[config.mk]
export PLATFORM = sky130hd
export DESIGN_NAME = mstat_legalizer
export DESIGN_NICKNAME = d
export VERILOG_FILES = /design/src/rtl/mstat_pkg.sv /design/src/rtl/mstat_slift.sv /design/src/rtl/mstat_legal.sv /design/src/rtl/mstat_view.sv /design/src/rtl/mstat_legalizer.sv
export SDC_FILE = /design/constraint.sdc
export NUM_CORES = 1
export LEC_CHECK = 0
export BUFFER_PORTS_ARGS = -buffer_cell sky130_fd_sc_hd__buf_4
export CAP_MARGIN = 20
export CELL_PAD_IN_SITES_DETAIL_PLACEMENT = 1
export CELL_PAD_IN_SITES_GLOBAL_PLACEMENT = 1
export CORE_MARGIN = 8
export CORE_UTILIZATION = 23
export DETAILED_ROUTE_END_ITERATION = 7
export PLACE_DENSITY_LB_ADDON = 0.1
export SYNTH_ARGS = -nofsm -noshare
export SYNTH_HDL_FRONTEND = slang
export SYNTH_SLANG_ARGS = --single-unit
[constraint.sdc]
create_clock -name clk -period 1.4 [get_ports clk]
set_input_delay 0.28 -clock clk [delete_from_list [all_inputs] [get_ports clk]]
set_output_delay 0.28 -clock clk [all_outputs]
set_load 0.01 [all_outputs]
[src/rtl/mstat_pkg.sv]
// Package: shared field positions, masks and codes for the status register.
// Assumes the writable low field spans bits 22:0 in both layouts.
package mstat_pkg;
    localparam int LOW_W = 23;
    localparam int DATA_W = 64;
    localparam int NUM_EXT = 3;

    localparam int POS_FS = 13;
    localparam int POS_XS = 15;
    localparam int POS_VS = 9;
    localparam int POS_MPP = 11;
    localparam int POS_MPRV = 17;

    localparam logic [1:0] EXT_OFF = 2'b00;
    localparam logic [1:0] EXT_DIRTY = 2'b11;
    localparam logic [1:0] XL_32 = 2'b01;
    localparam logic [1:0] XL_64 = 2'b10;

    // Bits visible and writable through the supervisor view.
    localparam logic [LOW_W-1:0] SMASK = 23'h0DE733;
endpackage

[src/rtl/mstat_slift.sv]
// Module: merges a supervisor-view write into the stored low field.
// Assumes the caller legalizes the merged value afterwards.
module mstat_slift
    import mstat_pkg::*;
(
    input  logic [LOW_W-1:0] old_low,
    input  logic [LOW_W-1:0] wr_low,
    output logic [LOW_W-1:0] merged_low
);
    // Keep machine-only bits, take supervisor bits from the write.
    always_comb begin
        merged_low = (old_low & ~SMASK) | (wr_low & SMASK);
    end
endmodule

[src/rtl/mstat_legal.sv]
// Module: applies the machine legalization rules to a candidate low field.
// Assumes SD is carried separately and is never taken from write data.
module mstat_legal
    import mstat_pkg::*;
(
    input  logic [LOW_W-1:0] cand_low,
    input  logic             fp_in_int,
    output logic [LOW_W-1:0] legal_low,
    output logic             legal_sd
);
    localparam int EXT_LSB [NUM_EXT] = '{POS_FS, POS_XS, POS_VS};

    logic [NUM_EXT-1:0] dirty_vec;

    // Force FP state off when FP values live in integer registers.
    always_comb begin
        legal_low = cand_low;
        if (fp_in_int) begin
            legal_low[POS_FS +: 2] = EXT_OFF;
        end
    end

    // One dirty detector per extension-state field.
    for (genvar g = 0; g < NUM_EXT; g++) begin : g_dirty
        assign dirty_vec[g] = (legal_low[EXT_LSB[g] +: 2] == EXT_DIRTY);
    end

    // Summary flag is the OR of all dirty detectors.
    always_comb begin
        legal_sd = |dirty_vec;
    end
endmodule

[src/rtl/mstat_view.sv]
// Module: builds both read views and the width codes from stored state.
// Assumes the layout strap is static while the block is in use.
module mstat_view
    import mstat_pkg::*;
(
    input  logic [LOW_W-1:0]  low,
    input  logic              sd,
    input  logic              rv64,
    output logic [DATA_W-1:0] m_view,
    output logic [DATA_W-1:0] s_view,
    output logic [1:0]        sxl,
    output logic [1:0]        uxl
);
    // Width codes: pinned per layout.
    always_comb begin
        sxl = rv64 ? XL_64 : XL_32;
        uxl = rv64 ? XL_64 : XL_32;
    end

    // Machine view: full low field, pinned width bits, SD in the top bit.
    always_comb begin
        m_view = '0;
        m_view[LOW_W-1:0] = low;
        if (rv64) begin
            m_view[35:34] = XL_64;
            m_view[33:32] = XL_64;
            m_view[63] = sd;
        end else begin
            m_view[31] = sd;
        end
    end

    // Supervisor view: masked low field, UXL on 64-bit, SD in the top bit.
    always_comb begin
        s_view = '0;
        s_view[LOW_W-1:0] = low & SMASK;
        if (rv64) begin
            s_view[33:32] = XL_64;
            s_view[63] = sd;
        end else begin
            s_view[31] = sd;
        end
    end
endmodule

[src/rtl/mstat_legalizer.sv]
// Module: status register with machine and supervisor write views, write
// legalization and effective-privilege output.
// Assumes straps are static; a machine write wins over a supervisor write.
module mstat_legalizer
    import mstat_pkg::*;
(
    input  logic              clk,
    input  logic              rst_n,
    input  logic              cfg_rv64,
    input  logic              cfg_fp_in_int,
    input  logic              wr_m,
    input  logic              wr_s,
    input  logic [63:0]       wdata,
    input  logic [1:0]        priv_i,
    input  logic              is_fetch,
    output logic [63:0]       m_rdata,
    output logic [63:0]       s_rdata,
    output logic [1:0]        sxl_o,
    output logic [1:0]        uxl_o,
    output logic [1:0]        eff_priv_o
);
    logic [LOW_W-1:0] low_q;
    logic             sd_q;
    logic [LOW_W-1:0] merged_low;
    logic [LOW_W-1:0] cand_low;
    logic [LOW_W-1:0] legal_low;
    logic             legal_sd;
    logic             wr_any;

    mstat_slift u_slift (
        .old_low    (low_q),
        .wr_low     (wdata[LOW_W-1:0]),
        .merged_low (merged_low)
    );

    // Pick the candidate: machine write has priority.
    always_comb begin
        wr_any = wr_m | wr_s;
        cand_low = wr_m ? wdata[LOW_W-1:0] : merged_low;
    end

    mstat_legal u_legal (
        .cand_low  (cand_low),
        .fp_in_int (cfg_fp_in_int),
        .legal_low (legal_low),
        .legal_sd  (legal_sd)
    );

    // Stored state: updated only on a write strobe.
    always_ff @(posedge clk) begin
        if (!rst_n) begin
            low_q <= '0;
            sd_q  <= 1'b0;
        end else if (wr_any) begin
            low_q <= legal_low;
            sd_q  <= legal_sd;
        end
    end

    mstat_view u_view (
        .low    (low_q),
        .sd     (sd_q),
        .rv64   (cfg_rv64),
        .m_view (m_rdata),
        .s_view (s_rdata),
        .sxl    (sxl_o),
        .uxl    (uxl_o)
    );

    // Effective privilege for data accesses.
    always_comb begin
        eff_priv_o = (!is_fetch && low_q[POS_MPRV]) ? low_q[POS_MPP +: 2] : priv_i;
    end

    // stored summary flag agrees with the stored state fields.
    a_r3_sd_consistent: assert property (@(posedge clk) disable iff (!rst_n)
        sd_q == ((low_q[14:13] == 2'b11) || (low_q[16:15] == 2'b11) || (low_q[10:9] == 2'b11)));

    // FP state is off after any write with the strap set.
    a_r4_fs_forced_off: assert property (@(posedge clk) disable iff (!rst_n)
        (wr_any && cfg_fp_in_int) |=> (m_rdata[14:13] == 2'b00));

    // pinned upper bits on the 64-bit layout.
    a_r5_upper_pinned: assert property (@(posedge clk) disable iff (!rst_n)
        cfg_rv64 |-> (m_rdata[37:32] == 6'b001010));

    // supervisor view never shows machine-only bits.
    a_r7_sview_masked: assert property (@(posedge clk) disable iff (!rst_n)
        (s_rdata[22:0] & ~SMASK) == '0 && s_rdata[62:34] == '0 && s_rdata[30:23] == '0);

    // supervisor-only write leaves machine-only bits alone.
    a_r8_mbits_kept: assert property (@(posedge clk) disable iff (!rst_n)
        (wr_s && !wr_m) |=> ((m_rdata[22:0] & ~SMASK) == $past(m_rdata[22:0] & ~SMASK)));

    // override selects the saved privilege for data accesses.
    a_r10_eff_priv: assert property (@(posedge clk) disable iff (!rst_n)
        (!is_fetch && m_rdata[17]) |-> (eff_priv_o == m_rdata[12:11]));

    // no strobe, no change.
    a_r11_hold: assert property (@(posedge clk) disable iff (!rst_n)
        !wr_any |=> ($stable(low_q) && $stable(sd_q)));
endmodule

Word-level counts from Yosys, hierarchy flattened
Cells that the tools add are included.
- add/sub/neg operators: 0
- multipliers: 0
- divide/modulo/power cells: 0
- order comparisons: 0
- equal/unequal tests: 3
- shifts and indexed selects: 0
- multiplexer cells: 8
- bitwise logic cells: 2
- reductions and logical operators: 3
- operator list (cell ; count):
    23-bit 2-to-1 mux ; 1
    23-bit by 20-bit bitwise OR with 23-bit output ; 1
    2-bit 2-to-1 mux ; 4
    2-bit == test (second input constant) ; 3
    4-bit 2-to-1 mux ; 1
    3-bit OR reduction ; 1
    1-bit 2-to-1 mux ; 2
    1-bit logical AND ; 1
    1-bit zero test ; 1
    1-bit bitwise OR ; 1
- bits in registers: 24
- latch bits: 0
- RAM bits: 0
- ROM bits: 0
- input bits: 73
- output and inout bits: 134
- word-level logic and storage cells: 18
- memories: 0

Logic depth before layout (Yosys ltp)
- depth in word-level cells: 5
- gate-level depth with buffers: 5
- depth with buffers taken out: 3

By module
From an unflattened synthesis, not the netlist that was laid out.
- cell total of the unflattened synthesis: 319
- area total of the unflattened synthesis: 2618.8 um^2
- by module, submodules not included (module ; instances ; cells an instance ; area an instance (um^2) ; sequential area each (um^2)):
    mstat_legalizer ; 1 ; 138 ; 1268.7 ; 480.5
    mstat_view ; 1 ; 133 ; 988.4 ; 0.0
    mstat_legal ; 1 ; 25 ; 188.9 ; 0.0
    mstat_slift ; 1 ; 23 ; 172.7 ; 0.0

Least setup slack after synthesis
No wires, ideal clock.
- path kind: register to output
- start point: register low_q[17]
- end point: output port eff_priv_o[0]
- data arrival time: 0.789 ns
- data required time: 1.120 ns
- slack: 0.331 ns
- stages on the path, launching flop included: 3
- buffers on the path: 0
- path through: dfxtp_1 nand2b_1 mux2_2
- longest elaborated chain between the ends: 2
- ends and longest elaborated chain (element ; RTL line ; text):
    start: declaration ; mstat_legalizer.sv:22 ; logic [LOW_W-1:0] low_q;
    start signal: assignment ; mstat_legalizer.sv:55 ; low_q <= legal_low;
    1-bit logical AND ; mstat_legalizer.sv:72 ; eff_priv_o = (!is_fetch && low_q[POS_MPRV]) ? low_q[POS_MPP +: 2] : priv_i;
    2-bit 2-to-1 mux ; mstat_legalizer.sv:72 ;
    end: declaration ; mstat_legalizer.sv:20 ; output logic [1:0] eff_priv_o
Every way passes these cells.

Final worst setup path
- start point: register low_q[17]
- end point: output port eff_priv_o[1]
Same word-level chain as after synthesis.

==> key figures <==
Setup path
  • CP max stage cell: dfxtp_4
  • Largest incremental delay on the critical path: 360 ps
  • Setup crit start kind: register
  • CP Max Fanout: 2
  • Class of the most critical setup path: reg2out
  • CP Cell Sequence: nand2b_4 -> mux2_4 -> buf_6
  • Worst path required time: 1120 ps
  • WP buf/inv: 1
  • Arrival @ worst endpoint: 1120 ps
  • CP endpoint kind: output pin
  • CP delay by family, top: flip-flops

Pwr
  • Worst VDD drop: between 0.2 and 0.3 mV
  • Total Power: roughly 0.0017 W
  • Pwr/cell area: 819 mW/mm^2
  • Leak: 1.13 nW

Timing
  • Final period util: 100%
  • Unrepaired setup endpoints after global routing: yes
  • Final setup viols: 1
  • Worst-Margin Slew: 633 ps
  • Skew final: 0 ps
  • Max Clk Rate: between 700 and 800 MHz
  • Max-slew headroom: 57.8%
  • Final hold slack: 258 ps
  • Final Hold Fails: 0
  • Fin Setup TNS: -3.95 ps
  • Slew Limit Fails: 0
  • Post-layout minimum cycle time: 1400 ps
  • Setup ws final: -3.95 ps

Clock network
  • CTS Root Cell: clkbuf_8
  • CTS clock-pin slew for the worst setup and hold paths: 90 ps
  • Hold_buf cts: 0
  • H-tree depth: 1
  • Worst skew pair latency: approximately 260 ps
  • CTS tree: yes
  • Clk sinks: 24
  • Clock Tree Buf Depth: 2
  • Total CTS buffers: 3

Logic synthesis
  • Cell variety after synth: 21
  • Synth Cell Area: approximately 0.0018 mm^2
  • Sequential fraction of the synthesis area: a little over a quarter
  • Cells after Synth: 207
  • Syn avg cell area: 8.52 um^2
  • Synth warn: 0
  • Synthesis-stage register bit count: 24

Placed design
  • Number of port buffers: 80
  • Pre-CTS setup slack: slightly above 60 ps
  • GPL Wtd Cong: around 0.62
  • Dpl hpwl: a little over 4000 um

GRT
  • Largest net degree at the start of global routing: 25
  • Total congestion overflow: 0
  • Vias in the first global route: 1396
  • Initial antenna violation count: 0
  • Global-route wire length before repair: 7490 um
  • Total track usage: roughly 8.5%

Die
  • Chip Height: 104 um
  • Die area: ~0.011 mm^2
  • Starting Density: around a quarter
  • DIE WIDTH: a little over 100 um
  • Core Footprint: 0.00757 mm^2
  • Row cnt: 32
  • Io pins: 207

Routing
  • Drt pass-1 iters: 5
  • DR WL/cell: 13.2 um
  • Routed wl met2: between 2000 and 2500 um
  • Initial DRC Count: 29
  • Vias: 1200
  • Via/cell ratio: 3.26
  • Post-Route WL: 4870 um
  • Met3 routed wirelength: 442 um
  • DRC violations left: 0
  • Met1 WL: slightly above 2000 um
  • ANT nets after route: 0
  • Highest routed layer: met4

Status
  • Failing checks: setup timing
  • Outcome: complete, but fails checks

Final layout
  • Post-layout util: 27.5%
  • Most common cell after layout, fill and taps aside: conb_1
  • Ant diodes: 0
  • Fillers: 938
  • Most frequent cells in the layout: 85 x conb_1, 81 x buf_4, 23 x nand2_1, 23 x dfxtp_1, 13 x nor2b_1
  • Area delta synth->final: 17.9%
  • Final net count: 340
  • Layout cells sized above 1: 34.6%

Job
  • Maxcap violations: 0

Worst hold path
  • Worst hold path class: in2reg
==> synthesized netlist by cell type <==
| cell | n | area (um^2) |
|---|---|---|
| conb_1 | 1 | 3.75 |
| o21ai_2 | 1 | 8.76 |
| inv_1 | 1 | 3.75 |
| buf_2 | 2 | 10.0 |
| nor2_1 | 1 | 3.75 |
| nand2_1 | 23 | 86.3 |
| and2_1 | 1 | 6.26 |
| mux2_2 | 2 | 22.5 |
| a21oi_1 | 1 | 5.00 |
| nand2b_1 | 1 | 6.26 |
| dfxtp_1 | 24 | 480 |
| clkbuf_1 | 2 | 7.51 |
| a21boi_1 | 8 | 60.1 |
| mux2i_1 | 11 | 110 |
| nand3b_1 | 1 | 7.51 |
| a222oi_1 | 1 | 10.0 |
| buf_6 | 1 | 11.3 |
| buf_4 | 107 | 803 |
| or2_1 | 1 | 6.26 |
| a21boi_0 | 4 | 30.0 |
| nor2b_1 | 13 | 81.3 |
==> flip-flops by register name (all words and copies together), names as in the netlist <==
signal	cells
sd_q	1
low_q	23
==> final cells by class <==
type	instances	area, um^2	share of cell area, %
multi-input cells	154	778	37.4
repair buffers	83	631	30.3
flip-flops and latches	24	484	23.3
well taps	102	128	6.14
clock buffers	4	55.1	2.65
inverters	1	3.75	0.181
==> per-stage QoR <==
step,cells,cell area [um^2]
2_1_floorplan,291,2080
3_3_place_gp,363,1990
3_5_place_dp,363,1990
4_1_cts,368,2080
5_1_grt,368,2080
6_report,368,2080
==> logic make-up (layout without fill, tap and decap cells) <==
family,Yosys count,count (layout),synth area share (%)
simple gates,41,41,11.2
mux,13,13,7.52
compound gates,15,15,6.45
buf+inv,113,88,47.4
flops,24,24,27.2
other cells,1,85,0.213
==> final timing paths <==
| kind | to | depth (start not counted) | slack, ps | startpoint |
|---|---|---|---|---|
| min | low_q[19]$_SDFFE_PN0P_ | 3 | 260 | wdata[19] |
| max reg2reg | low_q[17]$_SDFFE_PN0P_ | 3 | 640 | low_q[17]$_SDFFE_PN0P_ |
| max | eff_priv_o[1] | 3 | -4 | low_q[17]$_SDFFE_PN0P_ |
| min reg2reg | low_q[1]$_SDFFE_PN0P_ | 2 | 470 | low_q[1]$_SDFFE_PN0P_ |
==> where the power goes <==
part	leakage, nW	switching, W	internal [W]
clock	0.0288	0.000223	0.000251
combinational	0.903	0.000264	0.000211
sequential	0.199	0.0000308	0.000724
==> metal layers <==
layer,vias up,global-route usage [%]
li1,573,-
met1,540,9.82
met2,85,14.5
met3,2,3.47
met4,0,1.57
met5,-,0
==> timing repair <==
action                     CTS  global route
setup endpoints to repair    2             2
gates resized for setup      7             0
setup buffers                1             0
==> worst reg2reg max path, stage by stage (launching register included) <==
cell and delay (ps):
dfxtp_4 360, buf_4 130, mux2i_1 120, nor2b_1 60
(Power assumes the default switching activity.)
